[src/rtl/loop_pkg.sv]
package loop_pkg;
   typedef enum logic [1:0] {
      LS_OFF  = 2'd0,
      LS_HUNT = 2'd1,
      LS_ON   = 2'd2
   } loop_state_e;
endpackage

[src/rtl/loop_eop_detect.sv]
module loop_eop_detect #(
   parameter int EOP_ONES = 7
) (
   input  logic clk,
   input  logic rst_n,
   input  logic clr_i,
   input  logic en_i,
   input  logic bit_i,
   output logic eop_o
);
   localparam int WIN = EOP_ONES + 1;

   logic [EOP_ONES-1:0] hist_q;
   logic [WIN-1:0]      window;
   logic [WIN-1:0]      pattern;

   // pattern: oldest bit zero, the rest ones
   for (genvar i = 0; i < WIN; i++) begin : g_pat
      if (i == WIN - 1) begin : g_zero
         assign pattern[i] = 1'b0;
      end else begin : g_one
         assign pattern[i] = 1'b1;
      end
   end

   assign window = {hist_q, bit_i};
   assign eop_o  = en_i && (window == pattern);

   always_ff @(posedge clk or negedge rst_n) begin
      if (!rst_n) begin
         hist_q <= '1;
      end else if (clr_i) begin
         hist_q <= '1;
      end else if (en_i) begin
         hist_q <= window[EOP_ONES-1:0];
      end
   end
endmodule

[src/rtl/loop_seq_fsm.sv]
module loop_seq_fsm
   import loop_pkg::*;
(
   input  logic        clk,
   input  logic        rst_n,
   input  logic        clr_i,
   input  logic        en_i,
   input  logic        eop_i,
   input  logic        loop_i,
   input  logic        goap_i,
   output loop_state_e state_o,
   output logic        convert_o,
   output logic        sending_o
);
   loop_state_e state_q, state_d;
   logic        conv_q;
   logic        send_q;

   always_comb begin
      state_d = state_q;
      unique case (state_q)
         LS_OFF:  if (loop_i) state_d = LS_HUNT;
         LS_HUNT: begin
            if (!loop_i)             state_d = LS_OFF;
            else if (eop_i && goap_i) state_d = LS_ON;
         end
         LS_ON:   if (!loop_i && eop_i) state_d = LS_OFF;
         default: state_d = LS_OFF;
      endcase
   end

   // mark to flag rewrite only when staying on the loop
   assign convert_o = en_i && (state_q == LS_ON) && (state_d == LS_ON)
                      && eop_i && goap_i;

   always_ff @(posedge clk or negedge rst_n) begin
      if (!rst_n) begin
         state_q <= LS_OFF;
         conv_q  <= 1'b0;
         send_q  <= 1'b0;
      end else if (clr_i) begin
         state_q <= LS_OFF;
         conv_q  <= 1'b0;
         send_q  <= 1'b0;
      end else if (en_i) begin
         state_q <= state_d;
         conv_q  <= convert_o;
         send_q  <= (state_d == LS_ON) && goap_i && (send_q || conv_q);
      end
   end

   assign state_o   = state_q;
   assign sending_o = send_q;
endmodule

[src/rtl/loop_tx_path.sv]
module loop_tx_path
   import loop_pkg::*;
(
   input  logic        clk,
   input  logic        rst_n,
   input  logic        clr_i,
   input  logic        en_i,
   input  logic        bit_i,
   input  logic        convert_i,
   input  loop_state_e state_i,
   input  logic        sending_i,
   input  logic        local_i,
   output logic        txd_o,
   output logic        local_en_o
);
   logic rep_q;

   always_ff @(posedge clk or negedge rst_n) begin
      if (!rst_n) begin
         rep_q <= 1'b1;
      end else if (clr_i) begin
         rep_q <= 1'b1;
      end else if (en_i) begin
         rep_q <= convert_i ? 1'b0 : bit_i;
      end
   end

   always_comb begin
      unique case (state_i)
         LS_HUNT: begin
            txd_o      = rep_q;
            local_en_o = 1'b0;
         end
         LS_ON: begin
            txd_o      = sending_i ? local_i : rep_q;
            local_en_o = sending_i;
         end
         default: begin
            txd_o      = local_i;
            local_en_o = 1'b1;
         end
      endcase
   end
endmodule

[src/rtl/loop_insert_ctrl.sv]
module loop_insert_ctrl
   import loop_pkg::*;
#(
   parameter int EOP_ONES = 7
) (
   input  logic clk,
   input  logic rst_n,
   input  logic chan_rst_i,
   input  logic async_mode_i,
   input  logic loop_mode_i,
   input  logic go_active_i,
   input  logic rx_bit_i,
   input  logic rx_en_i,
   input  logic local_tx_i,
   output logic txd_o,
   output logic on_loop_o,
   output logic local_en_o
);
   if (EOP_ONES < 2 || EOP_ONES > 30) begin : g_bad_ones
      $error("loop_insert_ctrl: EOP_ONES out of range");
   end

   logic        loop_eff;
   logic        eop_hit;
   logic        convert;
   logic        sending;
   loop_state_e state;

   assign loop_eff = loop_mode_i && !async_mode_i;

   loop_eop_detect #(.EOP_ONES(EOP_ONES)) u_detect (
      .clk   (clk),
      .rst_n (rst_n),
      .clr_i (chan_rst_i),
      .en_i  (rx_en_i),
      .bit_i (rx_bit_i),
      .eop_o (eop_hit)
   );

   loop_seq_fsm u_fsm (
      .clk       (clk),
      .rst_n     (rst_n),
      .clr_i     (chan_rst_i),
      .en_i      (rx_en_i),
      .eop_i     (eop_hit),
      .loop_i    (loop_eff),
      .goap_i    (go_active_i),
      .state_o   (state),
      .convert_o (convert),
      .sending_o (sending)
   );

   loop_tx_path u_tx (
      .clk        (clk),
      .rst_n      (rst_n),
      .clr_i      (chan_rst_i),
      .en_i       (rx_en_i),
      .bit_i      (rx_bit_i),
      .convert_i  (convert),
      .state_i    (state),
      .sending_i  (sending),
      .local_i    (local_tx_i),
      .txd_o      (txd_o),
      .local_en_o (local_en_o)
   );

   assign on_loop_o = (state == LS_ON);
endmodule

[config.mk]
export PLATFORM = sky130hd
export DESIGN_NAME = loop_insert_ctrl
export DESIGN_NICKNAME = d
export VERILOG_FILES = /design/src/rtl/loop_pkg.sv /design/src/rtl/loop_eop_detect.sv /design/src/rtl/loop_seq_fsm.sv /design/src/rtl/loop_tx_path.sv /design/src/rtl/loop_insert_ctrl.sv
export SDC_FILE = /design/constraint.sdc
export NUM_CORES = 1
export LEC_CHECK = 0
export BUFFER_PORTS_ARGS = -buffer_cell sky130_fd_sc_hd__buf_2
export CORE_MARGIN = 1.5
export CORE_UTILIZATION = 58
export CTS_BUF_LIST = sky130_fd_sc_hd__clkbuf_16
export DETAILED_ROUTE_END_ITERATION = 10
export PLACE_DENSITY_LB_ADDON = 0.1
export SYNTH_ARGS = -nofsm -noshare
export SYNTH_HDL_FRONTEND = slang
export SYNTH_SLANG_ARGS = --single-unit
[constraint.sdc]
create_clock -name clk -period 4.9 [get_ports clk]
set_input_delay 0.245 -clock clk [delete_from_list [all_inputs] [get_ports clk]]
set_output_delay 0.245 -clock clk [all_outputs]
set_load 0.1 [all_outputs]
==> impl_metrics.ini <==
[status]
status = completed

[hold_path]
min_path_type = in -> reg
hold_path_end = u_detect.hist_q[6]
hold_path_depth = 3
hold_path.startpoint = rx_en_i

[die]
core-area_sq_um = 1171
rows = 12
die_y_um = 39.57
die_area_sq_um = 1566
start_util_pct = 66.24
pin_count = 12
die_x_um = 39.57

[yosys]
synth_top_flop_cell = dfstp_2
yosysUniqueCellTypes = 29
seq_area_frac_synth_pct = 40.00
synth_top_cell_by_area = dfstp_2
async_flop_share_pct = 100.0
synth-seq-cells = 12
avgSynthCellArea_sq_um = 9.697
netlist_area_sq_um = 775.7
synth_edf_count = 0
ys_top_cells_by_count = a21oi_1 (9), nand2_1 (9), dfstp_2 (8)
synth_top_area_share_pct = 27.10
synth_nets = 93
ys_warn_count = 0
ys_top_cells_by_area = dfstp_2 (27%), dfrtp_1 (13%), ha_1 (6.5%), a21oi_1 (5.8%), a211o_1 (5.6%)
syn_inst = 80

[timing]
skew_ns = 0.0006116
maxSlewViolCount = 0
hold_violations = 0
period_minus_slack_ns = 2.197
max_freq_ghz = 0.4552
fin_setup_tns_ns = 0
finalSetupViolCount = 0
worst_pin_slew_ns = 0.4840
whs_ns = 0.2994
finalWorstSetupSlack_ns = 2.703
slew_headroom_pct = 67.95
timing.final.crit_share_pct = 44.84
grt_setup_unrepaired = false

[worst_setup_path]
cp-end-kind = primary output
rr_endpoint = u_fsm.sending_o
r2r_slack_ns = 3.08
reg2reg_from = u_fsm.state_o[0]
criticalPathCategory = reg -> out
cp-start-kind = register
cp.arrival_ns = 1.95
r2r_cells = 7
worst_ep_required_time_ns = 4.66
worstPathMaxFanout = 7

[drt]
vias_per_cell = 6.213
drt-total-wl_um = 1717
ant_nets = 0
wl_per_cell_um = 15.90
initialDrtViolationCount = 19
first_pass_iters = 4
drc = 0
vias = 671

[placement]
gp_congestion = 0.8788
place_inst = 103
dp_hpwl_um = 1129
io_buffer_count = 11
place_ws_ns = 3.032

[clock_tree]
clk_pin_slew_ns = 0.04
cts_resized = 0
clk-insertion-delay-late_ns = 0.24
numCtsBuffers = 3
htree_levels = 1
cts_setup_buffers = 0
cts_tree = done
cts_buffer_depth = 2
cts_sinks = 12
root_buffer = clkbuf_16

[global_routing]
grt_pass1_vias = 612
grt_max_degree = 14
antenna_found_initial = 0
grt-ovfl-total = 0
track_usage_pct = 27.52
grt_pass1_wl_um = 2725

[power_and_ir_drop]
p_sw_mw = 0.07963
finalPower_mw = 0.3106
internal-power_mw = 0.2310
power_density_nw_per_um2 = 334.2
share_comb_of_total_power_pct = 15.8
pwr-share-clk_pct = 48.2
power.leakage_nw = 0.3974
share_seq_of_total_power_pct = 36.0
vdd_drop_max_v = 0.0002735
p_sw_share_pct = 25.63

[finish]
post_route_cells_drive_above_1_share_pct = 28.72
fillers = 68
n_antenna_cell = 0
finalNonFillerCells = 108
syn2layout_area_growth_pct = 19.84
final_nets = 108

[run]
max_cap_violations = 0
## registers in the layout, indices dropped and copies added (netlist names)
register	count
u_detect.hist_q	7
u_fsm.state_o	2
u_fsm.conv_q	1
u_fsm.sending_o	1
u_tx.rep_q	1
## logic make-up after synthesis
logic type / share of synthesized area [%]
AO/OA/AOI/OAI: 27.10
buffers and inverters: 3.386
flip-flops: 40.00
adder cells (fa/ha/maj): 6.452
AND/OR/NAND/NOR: 23.06
## worst max-delay path: stages, from the launching register on
cell and delay (ns):
dfrtp_1 0.42, inv_1 0.13, ha_1 0.31, inv_1 0.11, nor2_1 0.14, o211ai_1 0.10, nand2_1 0.08, buf_2 0.42
## cell type report
cell class                 count  area [sq um]  area share, %
sequential                    12         310.3          33.38
clock inverter                 1         3.754         0.4038
inverter                       5         18.77          2.019
timing repair buffer          12         65.06          6.999
multi-input combinational     61         439.2          47.24
clock buffer                   3         75.07          8.075
tap                           14         17.52          1.884
## power by group through the flow
stage                     Clock (mW)  Sequential, mW  Combinational (mW)
after floorplan                    0           0.112              0.0353
after global placement             0           0.113              0.0467
after detailed placement           0           0.113              0.0472
after CTS                      0.150           0.112              0.0488
after global routing           0.154           0.113              0.0531
final                          0.150           0.112              0.0490
## metal layers
layer	global-route usage, %	share of wire, %	up-vias
li1	-	-	321
met1	36.96	45	328
met2	41.80	49	22
met3	8.523	6.7	0
met4	8.621	0	0
met5	0	0	-
## worst max path at each step
stage,from,to,slack [ns],cells past startpoint
3_3_place_gp,u_fsm.state_o[0],txd_o,3.03,7
5_1_grt,u_fsm.state_o[0],txd_o,2.58,7
3_5_place_dp,u_fsm.state_o[0],txd_o,3.03,7
6_report,u_fsm.state_o[0],txd_o,2.70,7
2_1_floorplan,u_fsm.state_o[0],local_en_o,1.65,4
4_1_cts,u_fsm.state_o[0],txd_o,2.72,7
## through the flow
stage                     cell area, sq um  utilization (%)
after floorplan                      775.7                -
after global placement               840.8            71.79
after detailed placement             840.8            71.79
after CTS                            929.6            79.38
after global routing                 929.6            79.38
final                                929.6            79.38
## cells in the final DEF, fill, tap and decap left out, types with 2 or more instances in the layout
master	synthesis	layout
a211o_1	5	5
o21ai_0	2	2
nor2_1	4	4
a21oi_1	9	9
nand2_1	9	9
inv_1	4	4
buf_2	0	11
dfrtp_1	4	4
clkbuf_16	0	3
clkinv_1	1	2
nand2b_1	3	3
and2_1	5	5
a211oi_1	3	3
dfstp_2	8	8
ha_1	4	4
nor3_1	3	3
## what timing repair did
item | in CTS | in global routing
hold buffers | 1 | 0
endpoints found under the hold margin | 4 | 0
endpoints found under the setup margin | 0 | 0
No activity file was read; power rests on OpenSTA's default activity.
